--- config.mk ---
export PLATFORM = sky130hd
export DESIGN_NAME = sc_decode_ctrl
export DESIGN_NICKNAME = d
export VERILOG_FILES = /design/src/rtl/sc_ctrl_pkg.sv /design/src/rtl/sc_main_dec.sv /design/src/rtl/sc_alu_dec.sv /design/src/rtl/sc_next_pc.sv /design/src/rtl/sc_decode_ctrl.sv
export SDC_FILE = /design/constraint.sdc
export NUM_CORES = 1
export LEC_CHECK = 0
export BUFFER_PORTS_ARGS = -buffer_cell sky130_fd_sc_hd__buf_2
export CORE_UTILIZATION = 55
export DETAILED_ROUTE_END_ITERATION = 12
export MAX_ROUTING_LAYER = met4
export PLACE_DENSITY = 0.92
export SLEW_MARGIN = 20
export SYNTH_ARGS = -nofsm -noshare
export SYNTH_HDL_FRONTEND = slang
export SYNTH_SLANG_ARGS = --single-unit
--- constraint.sdc ---
create_clock -name vclk -period 8.5
set_input_delay 1.7 -clock vclk [all_inputs]
set_output_delay 1.7 -clock vclk [all_outputs]
set_load 0.01 [all_outputs]
--- src/rtl/sc_ctrl_pkg.sv ---
package sc_ctrl_pkg;

    localparam int XLEN     = 32;
    localparam int OPC_W    = 6;
    localparam int REG_W    = 5;
    localparam int FN_W     = 6;
    localparam int IMM_W    = 16;
    localparam int TGT_W    = 26;
    localparam int ACODE_W  = 4;
    localparam int INSN_STEP = 4;
    localparam int REGION_W = XLEN - TGT_W - 2;

    typedef enum logic [OPC_W-1:0] {
        OP_REGCLASS = 6'd0,
        OP_JUMP     = 6'd2,
        OP_BEQ      = 6'd4,
        OP_ADDI     = 6'd8,
        OP_LOAD     = 6'd35,
        OP_STORE    = 6'd43
    } opcode_e;

    typedef enum logic [FN_W-1:0] {
        FN_ADD = 6'd32,
        FN_SUB = 6'd34,
        FN_AND = 6'd36,
        FN_OR  = 6'd37,
        FN_SLT = 6'd42
    } funct_e;

    typedef enum logic [1:0] {
        ACL_ADD   = 2'b00,
        ACL_SUB   = 2'b01,
        ACL_FUNCT = 2'b10
    } alu_class_e;

    typedef enum logic [ACODE_W-1:0] {
        AC_ADD = 4'd0,
        AC_SUB = 4'd1,
        AC_AND = 4'd2,
        AC_OR  = 4'd3,
        AC_SLT = 4'd4
    } alu_code_e;

    typedef enum logic [1:0] {
        PCS_SEQ  = 2'd0,
        PCS_BR   = 2'd1,
        PCS_JUMP = 2'd2
    } pc_sel_e;

    typedef struct packed {
        logic [OPC_W-1:0] op;
        logic [REG_W-1:0] rs;
        logic [REG_W-1:0] rt;
        logic [REG_W-1:0] rd;
        logic [REG_W-1:0] shamt;
        logic [FN_W-1:0]  funct;
    } fields_t;

    typedef struct packed {
        logic       dst_rd;
        logic       b_imm;
        logic       from_mem;
        logic       rf_we;
        logic       dm_re;
        logic       dm_we;
        logic       is_beq;
        logic       is_jump;
        alu_class_e aclass;
        logic       legal;
    } main_ctl_t;

    localparam main_ctl_t MAIN_CTL_NONE = '{
        dst_rd: 1'b0, b_imm: 1'b0, from_mem: 1'b0, rf_we: 1'b0,
        dm_re: 1'b0, dm_we: 1'b0, is_beq: 1'b0, is_jump: 1'b0,
        aclass: ACL_ADD, legal: 1'b0
    };

    function automatic fields_t split_word(input logic [XLEN-1:0] w);
        return fields_t'(w);
    endfunction

    function automatic logic [XLEN-1:0] widen_imm(input logic [IMM_W-1:0] v);
        return {{(XLEN-IMM_W){v[IMM_W-1]}}, v};
    endfunction

endpackage

--- src/rtl/sc_main_dec.sv ---
module sc_main_dec
    import sc_ctrl_pkg::*;
(
    input  logic [OPC_W-1:0] op,
    output main_ctl_t        ctl
);

    always_comb begin
        ctl = MAIN_CTL_NONE;
        case (op)
            OP_REGCLASS: begin
                ctl.dst_rd = 1'b1;
                ctl.rf_we  = 1'b1;
                ctl.aclass = ACL_FUNCT;
                ctl.legal  = 1'b1;
            end
            OP_ADDI: begin
                ctl.b_imm  = 1'b1;
                ctl.rf_we  = 1'b1;
                ctl.legal  = 1'b1;
            end
            OP_LOAD: begin
                ctl.b_imm    = 1'b1;
                ctl.from_mem = 1'b1;
                ctl.rf_we    = 1'b1;
                ctl.dm_re    = 1'b1;
                ctl.legal    = 1'b1;
            end
            OP_STORE: begin
                ctl.b_imm  = 1'b1;
                ctl.dm_we  = 1'b1;
                ctl.legal  = 1'b1;
            end
            OP_BEQ: begin
                ctl.is_beq = 1'b1;
                ctl.aclass = ACL_SUB;
                ctl.legal  = 1'b1;
            end
            OP_JUMP: begin
                ctl.is_jump = 1'b1;
                ctl.legal   = 1'b1;
            end
            default: ctl = MAIN_CTL_NONE;
        endcase
    end

    always_comb begin
        AST_MEM_EXCL: assert (!(ctl.dm_re && ctl.dm_we)) else $error("both memory enables");
        AST_ILLEGAL_QUIET: assert (ctl.legal || !(ctl.rf_we || ctl.dm_we || ctl.dm_re)) else $error("illegal opcode writes");
        AST_FLOW_EXCL: assert (!(ctl.is_beq && ctl.is_jump)) else $error("branch and jump together");
    end

endmodule

--- src/rtl/sc_alu_dec.sv ---
module sc_alu_dec
    import sc_ctrl_pkg::*;
(
    input  alu_class_e        aclass,
    input  logic [FN_W-1:0]   funct,
    output alu_code_e         code,
    output logic              funct_ok
);

    alu_code_e fn_code;
    logic      fn_known;

    always_comb begin
        fn_known = 1'b1;
        case (funct)
            FN_ADD:  fn_code = AC_ADD;
            FN_SUB:  fn_code = AC_SUB;
            FN_AND:  fn_code = AC_AND;
            FN_OR:   fn_code = AC_OR;
            FN_SLT:  fn_code = AC_SLT;
            default: begin
                fn_code  = AC_ADD;
                fn_known = 1'b0;
            end
        endcase
    end

    always_comb begin
        funct_ok = 1'b1;
        case (aclass)
            ACL_ADD:   code = AC_ADD;
            ACL_SUB:   code = AC_SUB;
            ACL_FUNCT: begin
                code     = fn_code;
                funct_ok = fn_known;
            end
            default:   code = AC_ADD;
        endcase
    end

    always_comb begin
        AST_SUB_CLASS: assert (aclass != ACL_SUB || code == AC_SUB) else $error("branch class not subtract");
        AST_BADFN_ADD: assert (funct_ok || code == AC_ADD) else $error("unknown funct code not add");
    end

endmodule

--- src/rtl/sc_next_pc.sv ---
module sc_next_pc
    import sc_ctrl_pkg::*;
(
    input  logic [XLEN-1:0]  pc,
    input  logic [XLEN-1:0]  offs,
    input  logic [TGT_W-1:0] tgt,
    input  pc_sel_e          sel,
    output logic [XLEN-1:0]  pc_next
);

    logic [XLEN-1:0] seq_pc;
    logic [XLEN-1:0] br_pc;
    logic [XLEN-1:0] jmp_pc;

    always_comb begin
        seq_pc = pc + XLEN'(INSN_STEP);
        br_pc  = seq_pc + {offs[XLEN-3:0], 2'b00};
        jmp_pc = {seq_pc[XLEN-1 -: REGION_W], tgt, 2'b00};
        case (sel)
            PCS_BR:   pc_next = br_pc;
            PCS_JUMP: pc_next = jmp_pc;
            default:  pc_next = seq_pc;
        endcase
    end

    always_comb begin
        AST_SEQ_STEP: assert (sel != PCS_SEQ || (pc_next - pc) == XLEN'(INSN_STEP)) else $error("sequential step wrong");
        AST_JMP_REGION: assert (sel != PCS_JUMP || (pc_next[1:0] == 2'b00 &&
            pc_next[XLEN-1 -: REGION_W] == seq_pc[XLEN-1 -: REGION_W])) else $error("jump leaves region");
        AST_BR_ALIGN: assert (sel != PCS_BR || pc_next[1:0] == pc[1:0]) else $error("branch misaligned");
    end

endmodule

--- src/rtl/sc_decode_ctrl.sv ---
module sc_decode_ctrl
    import sc_ctrl_pkg::*;
(
    input  logic [31:0] instr,
    input  logic [31:0] pc,
    input  logic        alu_zero,
    output logic        dst_sel_rd,
    output logic        alu_b_imm,
    output logic        wb_from_mem,
    output logic        rf_we,
    output logic        dm_re,
    output logic        dm_we,
    output logic [31:0] imm_sext,
    output logic [3:0]  alu_code,
    output logic [31:0] pc_next,
    output logic        bad_op
);

    fields_t   fld;
    main_ctl_t mctl;
    alu_code_e acode;
    logic      fn_ok;
    pc_sel_e   psel;

    always_comb begin
        fld      = split_word(instr);
        imm_sext = widen_imm(instr[IMM_W-1:0]);
    end

    sc_main_dec u_main (
        .op  (fld.op),
        .ctl (mctl)
    );

    sc_alu_dec u_alu (
        .aclass   (mctl.aclass),
        .funct    (fld.funct),
        .code     (acode),
        .funct_ok (fn_ok)
    );

    always_comb begin
        bad_op = !mctl.legal || !fn_ok;
        if (bad_op)
            psel = PCS_SEQ;
        else if (mctl.is_jump)
            psel = PCS_JUMP;
        else if (mctl.is_beq && alu_zero)
            psel = PCS_BR;
        else
            psel = PCS_SEQ;
    end

    sc_next_pc u_npc (
        .pc      (pc),
        .offs    (imm_sext),
        .tgt     (instr[TGT_W-1:0]),
        .sel     (psel),
        .pc_next (pc_next)
    );

    always_comb begin
        dst_sel_rd  = mctl.dst_rd   && !bad_op;
        alu_b_imm   = mctl.b_imm    && !bad_op;
        wb_from_mem = mctl.from_mem && !bad_op;
        rf_we       = mctl.rf_we    && !bad_op;
        dm_re       = mctl.dm_re    && !bad_op;
        dm_we       = mctl.dm_we    && !bad_op;
        alu_code    = bad_op ? AC_ADD : acode;
    end

    always_comb begin
        AST_BAD_NO_WRITE: assert (!bad_op || !(rf_we || dm_we || dm_re)) else $error("illegal word enables write");
        AST_WB_NEEDS_READ: assert (!wb_from_mem || (dm_re && rf_we)) else $error("memory writeback without read");
        AST_DST_RD_REG: assert (!dst_sel_rd || (rf_we && !alu_b_imm)) else $error("rd destination outside register class");
    end

endmodule

# Yosys cells after proc, flatten, opt, wreduce, memory -nomap -nowiden
# Cells that the tools add are included.
[word_totals] ramBits=0 latch_bits=0 reg_bits=0 mem_count=0 in_bits=65 romBits=0
[op_classes] mul=0 reduce_logical=15 n_eq_ne=14 n_div=0 n_shift=0 bitwise=0 addsub=2 mux=18 order_cmp=0
[op_table] op="$pmux 32 s2" count=1
[op_table] op="$eq 6x6->1 const B" count=7
[op_table] op="$add 32x3->32 const B" count=1
[op_table] op="$add 32x32->32" count=1
[op_table] op="$pmux 3 s4" count=1
[op_table] op="$mux 1" count=11
[op_table] op="$eq 6x2->1 const B" count=1
[op_table] op="$eq 6x3->1 const B" count=1
[op_table] op="$eq 6x4->1 const B" count=1
[op_table] op="$logic_and 1x1->1" count=6
[op_table] op="$logic_not 6->1" count=1
[op_table] op="$pmux 3 s2" count=1
[op_table] op="$reduce_or 3->1" count=2
[op_table] op="$reduce_or 6->1" count=1
[op_table] op="$reduce_or 5->1" count=1
[op_table] op="$eq 2x1->1 const B" count=2
[op_table] op="$eq 2x2->1 const B" count=2
[op_table] op="$mux 2" count=2
[op_table] op="$mux 4" count=1
[op_table] op="$pmux 2 s2" count=1
[op_table] op="$logic_not 1->1" count=3
[op_table] op="$logic_or 1x1->1" count=1

# Logic depth before layout (Yosys ltp)
# Gate-level depths: netlist (run 1).
[logic_depth] word_depth=9 depth_mapped=15 depth_no_buf=14

# By module
# Synthesis (run 1) repeated with hierarchy kept, for this count alone.
[hier_totals] hier_cells=519 hier_area_um2=3647.2
[modules_own_cells] mod="sc_next_pc" area_each_um2=2986.6 cells_each=429 seq_area_each_um2=0.0 instances=1
[modules_own_cells] mod="sc_decode_ctrl" area_each_um2=346.6 cells_each=48 seq_area_each_um2=0.0 instances=1
[modules_own_cells] mod="sc_main_dec" area_each_um2=172.7 cells_each=22 seq_area_each_um2=0.0 instances=1
[modules_own_cells] mod="sc_alu_dec" area_each_um2=141.4 cells_each=20 seq_area_each_um2=0.0 instances=1

# Worst setup path before layout (run 1)
# Ideal clock, no wire load.
[synth_timing] path_kind="input port to output port" from="in pc[10]" to="out pc_next[31]" arrival_ns=4.487 path_buffers=0 t_required_ns=6.800 path_stages=14 slack_ns=2.313 path_cell_list="and4_4 -> nand3_4 -> nor4_2 -> nand2_1 -> xnor2_1 -> ha_1 -> nand2_1 -> o21ai_0 -> inv_1 -> a211oi_2 -> a211oi_2 -> o31ai_1 -> xnor2_1 -> mux2i_1"
[synth_via] elab_chain_len=3
[synth_rtl] element="from (decl)" line="sc_decode_ctrl.sv:5" rtl="input logic [31:0] pc,"
[synth_rtl] element="$add 32x3->32 *" line="sc_next_pc.sv:16" rtl="seq_pc = pc + XLEN'(INSN_STEP);"
[synth_rtl] element="$add 32x32->32" line="sc_next_pc.sv:17" rtl="br_pc = seq_pc + {offs[XLEN-3:0], 2'b00};"
[synth_rtl] element="$pmux 32 s2 *" line="sc_next_pc.sv:19" rtl="case (sel)"
[synth_rtl] element="to (decl)" line="sc_decode_ctrl.sv:15" rtl="output logic [31:0] pc_next,"
# Every way passes the cells marked *; elsewhere a longest branch is shown, timed or not.

# Worst setup path after layout (run 1)
[layout_timing] from="in instr[27]" to="out pc_next[29]"
[layout_via] elab_chain_len=9 word_cells_on_any_way=23 classes_between="eq/ne: 8; mux: 9; reduce/logical: 6"
[layout_rtl] element="from (decl)" line="sc_decode_ctrl.sv:4" rtl="input logic [31:0] instr,"
[layout_rtl] element="$eq 6x3->1 or $logic_not 6->1 (tied branches)" line="sc_main_dec.sv:10" rtl="case (op)"
[layout_rtl] element="$pmux 2 s2" line="sc_main_dec.sv:10"
[layout_rtl] element="$eq 2x2->1" line="sc_alu_dec.sv:30" rtl="case (aclass)"
[layout_rtl] element="$mux 1" line="sc_alu_dec.sv:30"
[layout_rtl] element="$logic_not 1->1" line="sc_decode_ctrl.sv:43" rtl="bad_op = !mctl.legal || !fn_ok;"
[layout_rtl] element="$logic_or 1x1->1" line="sc_decode_ctrl.sv:43"
[layout_rtl] element="$mux 2 *" line="sc_decode_ctrl.sv:44" rtl="if (bad_op)"
[layout_rtl] element="$eq 2x2->1 or $eq 2x1->1 (tied branches)" line="sc_next_pc.sv:19"
[layout_rtl] element="$pmux 32 s2 *" line="sc_next_pc.sv:19"
# Marked as above.

==> run summary, run 1 <==
## Power
- 0.000131 W — switching power of the nets
- 0% — clock power share
- 0.0000967 W — cell internal power dissipation
- 1.88 nW — leak pwr
- 60.8 nW/um^2 — Pwr per Cell Area
- 0% — proportion of power drawn by flip-flops and latches
- 57.6% — switching part of the total power
- 0.0327 mV — IR drop worst, VDD
- 100.0% — share of total power in combinational logic

## Place
- 1.52 ns — Setup WS pre-CTS
- 3750 um^2 — Cell Area, Placed
- 7.99 mm — total half-perimeter wirelength after legalization and detailed placement
- 631 — instance count after placement with tap cells included
- 139 — input/output buffers
- 0.970 — final weighted congestion in routability-driven placement

## Global route
- 16.0 mm — first-pass GRT wire length
- 0 — antenna violations before repair
- 3584 — via count of the first global-routing pass
- 31.8% — aggregate global-route resource usage
- 36 — pin count of the biggest net entering global routing
- 0 — remaining global-route overflow

## Drt
- 9.88 mm — total wire length
- 3910 — routed vias
- 266 — detailed router's first-iteration violation count
- 0 — number of nets still failing antenna checks after routing
- 15.7 um — average wire per cell in the routed design
- 0 — remaining design rule violation count
- 5 — first drt pass iteration count
- 6.20 — Vias/cell

## Floorplan
- 27 — # rows
- 79.0 um — die extent in x
- 140 — number of I/O pins
- 79.0 um — die extent in y
- 5610 um^2 — Std-Cell Core Area
- 58.1% — initial cell density of the core
- 6240 um^2 — Die Area

## Logic synthesis
- 31.0% — fraction of the mapped netlist area in compound gates
- ha_1 (15%), xnor2_1 (9.4%), buf_4 (7.8%) — top post-synthesis cells by area
- 26.5% — post-synthesis simple-gate area fraction
- 0% — portion of the post-synthesis area used by sequential elements
- ha_1 — post-synthesis cell type with the largest combined area
- 68 — count of cell types in the netlist
- 0.921% — share of cell area taken by muxes after synthesis
- 7.03 um^2 — average size of a mapped cell
- 464 — cell count after synthesis
- 0 — Yosys warning total
- 3260 um^2 — cell area after synthesis
- 15.0% — portion of synthesized cell area occupied by the leading cell type
- compound AO/OA/AOI/OAI gates — largest family of logic cells by synthesized area
- 15.6% — post-synthesis adder-cell area fraction
- 14.4% — xor and xnor fraction of the mapped netlist area
- 569 — syn nets

## Timing
- 0 — final count of hold timing violations
- 0 — Final setup viols
- 7.07 ns — final worst path period need
- 33.6% — worst rel slew slack
- 83.1% — crit share post-route
- 0 — count of pins over their slew limit
- 0.142 GHz — maximum clock frequency
- false — RSZ-0062 raised after global routing
- 0.996 ns — slew at the pin closest to its max-slew limit
- 1.43 ns — Final WS setup
- 0 ns — Setup TNS
- 3.63 ns — worst hold slack across all endpoints

## Final layout
- 3750 um^2 — post-route cell area
- buf_2 (139), nand2_1 (46), ha_1 (39), a21oi_1 (37), nor2_1 (37) — commonest cells after routing, fill and taps aside
- 29.5% — fraction of final layout cells sized beyond drive strength 1
- 15.0% — synth-to-layout area growth
- 666 — post-layout net count
- buf_2 — commonest non-fill, non-tap cell in the layout
- 0 — antenna diode count
- 0 — Clock Buffer Count
- 516 — count of filler cells inserted in the layout
- 0 — flip-flop and latch count
- 0 um^2 — FF/Latch Area
- 631 — non-filler cells in the finished layout

## Critical path
- primary input — Startpoint Class
- inv_1 — slowest cell on the critical path
- buf_2 -> or3_1 -> nor2_1 -> and3_1 -> inv_1 -> ha_1 -> a21oi_1 -> nand4_1 -> ha_1 -> inv_1 -> nand2_1 -> nor3_1 -> nand2_1 -> o211ai_1 -> buf_2 — sequence of cells on the critical path
- primary output — crit path capture type
- 0.56 ns — crit-path max cell delay
- 6.80 ns — required time at the endpoint of the critical path
- 20 — crit-path max FO
- simple AND/OR/NAND/NOR gates — family of cells with the greatest summed delay on the critical path
- 4 — count of buffer and inverter cells on the critical path
- 5.37 ns — worst endpoint data arrival time
- in2out — category of the critical setup timing path

## Worst hold path
- in2out — type of the worst min-delay path

## Clock tree
- 0 — number of buffers inserted by post-CTS setup repair
- 0 — PostCTS Resize Cnt
- 0 — hold_buf cts

## Job
- 0 — reported max-cap violation count

## Status
- completed — result of the run

[cell families after synthesis]
logic type	after synthesis
XOR/XNOR	52
other	1
adder cells (fa/ha/maj)	40
multiplexers	3
AO/OA/AOI/OAI	145
AND/OR/NAND/NOR	160
buffers and inverters	63
[area by class of cell]
cell class                 count  area, um^2  area share, %
tap                           72        90.1           2.40
multi-input combinational    401        2890           77.0
timing repair buffer         141         711           18.9
inverter                      17        63.8           1.70
[per-layer routing]
metal	part of all wire (%)	GRT usage, %
met4	2.2	9.82
met2	50	56.1
met1	41	39.1
met3	6.6	1.15
met5	0	-
[power groups by stage]
stage                     registers, W  logic (W)  clock network (W)
after CTS                            0   0.000224                  0
final                                0   0.000228                  0
after global routing                 0   0.000249                  0
after detailed placement             0   0.000223                  0
after floorplan                      0   0.000162                  0
after global placement               0   0.000216                  0
[cell usage after synthesis (4+ instances only)]
cell / count
ha_1: 39
a22oi_1: 7
a221o_1: 6
inv_1: 17
o21a_1: 9
nor2b_1: 5
nand4_1: 5
o21ai_0: 22
nand2_1: 46
a221oi_1: 10
a21o_1: 16
o21ai_1: 6
xor2_1: 15
a21oi_1: 37
clkbuf_1: 9
nand3_1: 19
nor3_1: 4
xnor2_1: 35
o211ai_1: 4
buf_4: 34
nor2_1: 37
and3_1: 14
[stage by stage]
step | total power, W | util (%)
finish | 0.000228 | 66.9
global route | 0.000249 | 66.9
CTS | 0.000224 | 66.9
floorplan | 0.000162 | -
detailed placement | 0.000223 | 66.9
global placement | 0.000216 | 66.9
[path summary, 6_finish.rpt]
check | from | endpoint | slack [ns] | cells after the start
worst max-delay path | instr[27] | pc_next[29] | 1.43 | 15
worst min-delay path | instr[7] | imm_sext[7] | 3.63 | 2
(Power assumes the default switching activity.)
==> run 2, diff against run 1 <==
- CORE_UTILIZATION: 55 -> 51
- PLACE_DENSITY: 0.92 -> 0.86
- clock period: 8.5 -> 7 ns (I/O delays scaled with it)
==> run 2 against run 1 <==
Non-clock buffer count up 2. Sequential cell count unchanged. Critical path type unchanged. Via count down 0.46%. Power up 22%. Combinational power up 22%. Worst hold slack worse by 0.60 ns. Critical path depth up 1. Global-route usage down 1.6 points.
==> run summary, run 2 (synthesis gave the netlist of run 1 again) <==
## Drt
- 5 — first drt pass iteration count, unchanged
- 0 — remaining design rule violation count, unchanged
- 6.12 — Vias/cell, -1.2%
- 298 — detailed router's first-iteration violation count, +12%
- 3892 — routed vias, -0.46%
- 0 — number of nets still failing antenna checks after routing, unchanged
- 15.9 um — average wire per cell in the routed design, +1.7%
- 10.1 mm — total wire length, +2.5%

## Final layout
- 668 — post-layout net count, +0.30%
- 0 — Clock Buffer Count, unchanged
- 636 — non-filler cells in the finished layout, +0.79%
- 29.8% — fraction of final layout cells sized beyond drive strength 1, +0.25 points
- buf_2 (139), nand2_1 (46), ha_1 (39), a21oi_1 (37), nor2_1 (37) — commonest cells after routing, fill and taps aside
- 0 — flip-flop and latch count, unchanged
- 0 — antenna diode count, unchanged
- 15.6% — synth-to-layout area growth
- buf_2 — commonest non-fill, non-tap cell in the layout
- 0 um^2 — FF/Latch Area, unchanged

## Place
- 8.20 mm — total half-perimeter wirelength after legalization and detailed placement, +2.6%
- 139 — input/output buffers, unchanged
- 636 — instance count after placement with tap cells included, +0.79%
- 1.03 — final weighted congestion in routability-driven placement, +6.5%
- 0.739 ns — Setup WS pre-CTS, -0.777 ns

## Timing
- 0 — Final setup viols, unchanged
- 90.5% — crit share post-route
- 0.613 ns — slew at the pin closest to its max-slew limit, -0.383 ns
- 0 ns — Setup TNS, unchanged
- 59.2% — worst rel slew slack, +26 points
- 0 — final count of hold timing violations, unchanged
- false — RSZ-0062 raised after global routing
- 6.33 ns — final worst path period need
- 0.158 GHz — maximum clock frequency
- 0.665 ns — Final WS setup, -0.769 ns
- 0 — count of pins over their slew limit, unchanged

## Power
- 73.8 nW/um^2 — Pwr per Cell Area, +21%
- 0.0415 mV — IR drop worst, VDD, +27%
- 1.89 nW — leak pwr, +0.58%
- 0.000278 W — Final Total Pwr, +22%
- 57.7% — switching part of the total power, +0.072 points
- 0.000118 W — cell internal power dissipation, +22%
- 0% — clock power share, unchanged
- 0% — proportion of power drawn by flip-flops and latches, unchanged
- 100.0% — share of total power in combinational logic, about the same
- 0.000160 W — switching power of the nets, +22%

## Global route
- 36.9% — met1 GRT Util, -2.2 points
- 3504 — via count of the first global-routing pass, -2.2%
- 52.6% — global-route met2 utilization, -3.6 points
- 0 — remaining global-route overflow, unchanged
- 15.8 mm — first-pass GRT wire length, -1.3%
- 0 — antenna violations before repair, unchanged
- 36 — pin count of the biggest net entering global routing, unchanged
- met2 — busiest layer in global routing
- 2.78% — GR met3 Demand/Resource, +1.6 points
- 30.2% — aggregate global-route resource usage, -1.6 points

## Status
- completed — result of the run

## Floorplan
- 6720 um^2 — Die Area, +7.6%
- 6060 um^2 — Std-Cell Core Area, +8.1%
- 82.0 um — die extent in x, +3.8%
- 82.0 um — die extent in y, +3.8%
- 28 — # rows, +3.7%
- 140 — number of I/O pins, unchanged
- 53.8% — initial cell density of the core, -4.3 points

## Critical path
- primary input — Startpoint Class
- in2out — category of the critical setup timing path
- 5.60 ns — required time at the endpoint of the critical path, -1.20 ns
- 6 — crit-path max FO, -70%
- 4.93 ns — worst endpoint data arrival time, -0.44 ns
- primary output — crit path capture type

## Job
- 0 — reported max-cap violation count, unchanged

## Clock tree
- 0 — PostCTS Resize Cnt, unchanged
- 0 — number of buffers inserted by post-CTS setup repair, unchanged
- 0 — hold_buf cts, unchanged

## Worst hold path
- in2out — type of the worst min-delay path

-- run 2: cell count changes in the layout (fill, tap and decap cells not counted) --
cell / previous run / this run
buf_4: 2 / 4
-- run 2: final cells by class --
type               instances  area, um^2
multi-input cells        401        2890
fillers                  562        2290
repair buffers           143         726
well taps                 75        93.8
inverters                 17        63.8
-- run 2: power groups by stage --
stage,logic [W],registers [W],clock network (W)
6_report,0.000278,0,0
5_1_grt,0.000305,0,0
4_1_cts,0.000273,0,0
3_5_place_dp,0.000272,0,0
3_3_place_gp,0.000265,0,0
2_1_floorplan,0.000196,0,0
-- run 2: worst max-delay path, stage by stage --
cell and delay [ns]:
buf_2 0.13, and4_4 0.26, nand3_4 0.13, nor4_2 0.59, nand2_1 0.14, xnor2_1 0.26
ha_1 0.35, a21oi_1 0.23, o21ai_0 0.15, nor2_1 0.15, nand3_2 0.10, a211oi_2 0.30
o31ai_1 0.15, xnor2_1 0.22, mux2i_1 0.21, buf_2 0.15
-- run 2: path summary, 6_finish.rpt --
check,slack [ns],cells past startpoint,to,from
setup / recovery,0.67,16,pc_next[31],pc[9]
hold / removal,3.03,2,imm_sext[7],instr[7]
-- run 2: metrics by stage --
stage | hold WS [ns] | instance area [um^2] | util (%)
2_1_floorplan | 2.88 | 3260 | -
3_3_place_gp | 3.02 | 3770 | 62.2
3_5_place_dp | 3.03 | 3770 | 62.2
4_1_cts | 3.03 | 3770 | 62.2
5_1_grt | 3.04 | 3770 | 62.2
6_report | 3.03 | 3770 | 62.2
-- run 2: metal layers --
layer	up-vias	wire, um
li1	1872	-
met1	1787	4320
met2	215	4980
met3	18	692
met4	0	137
met5	-	0
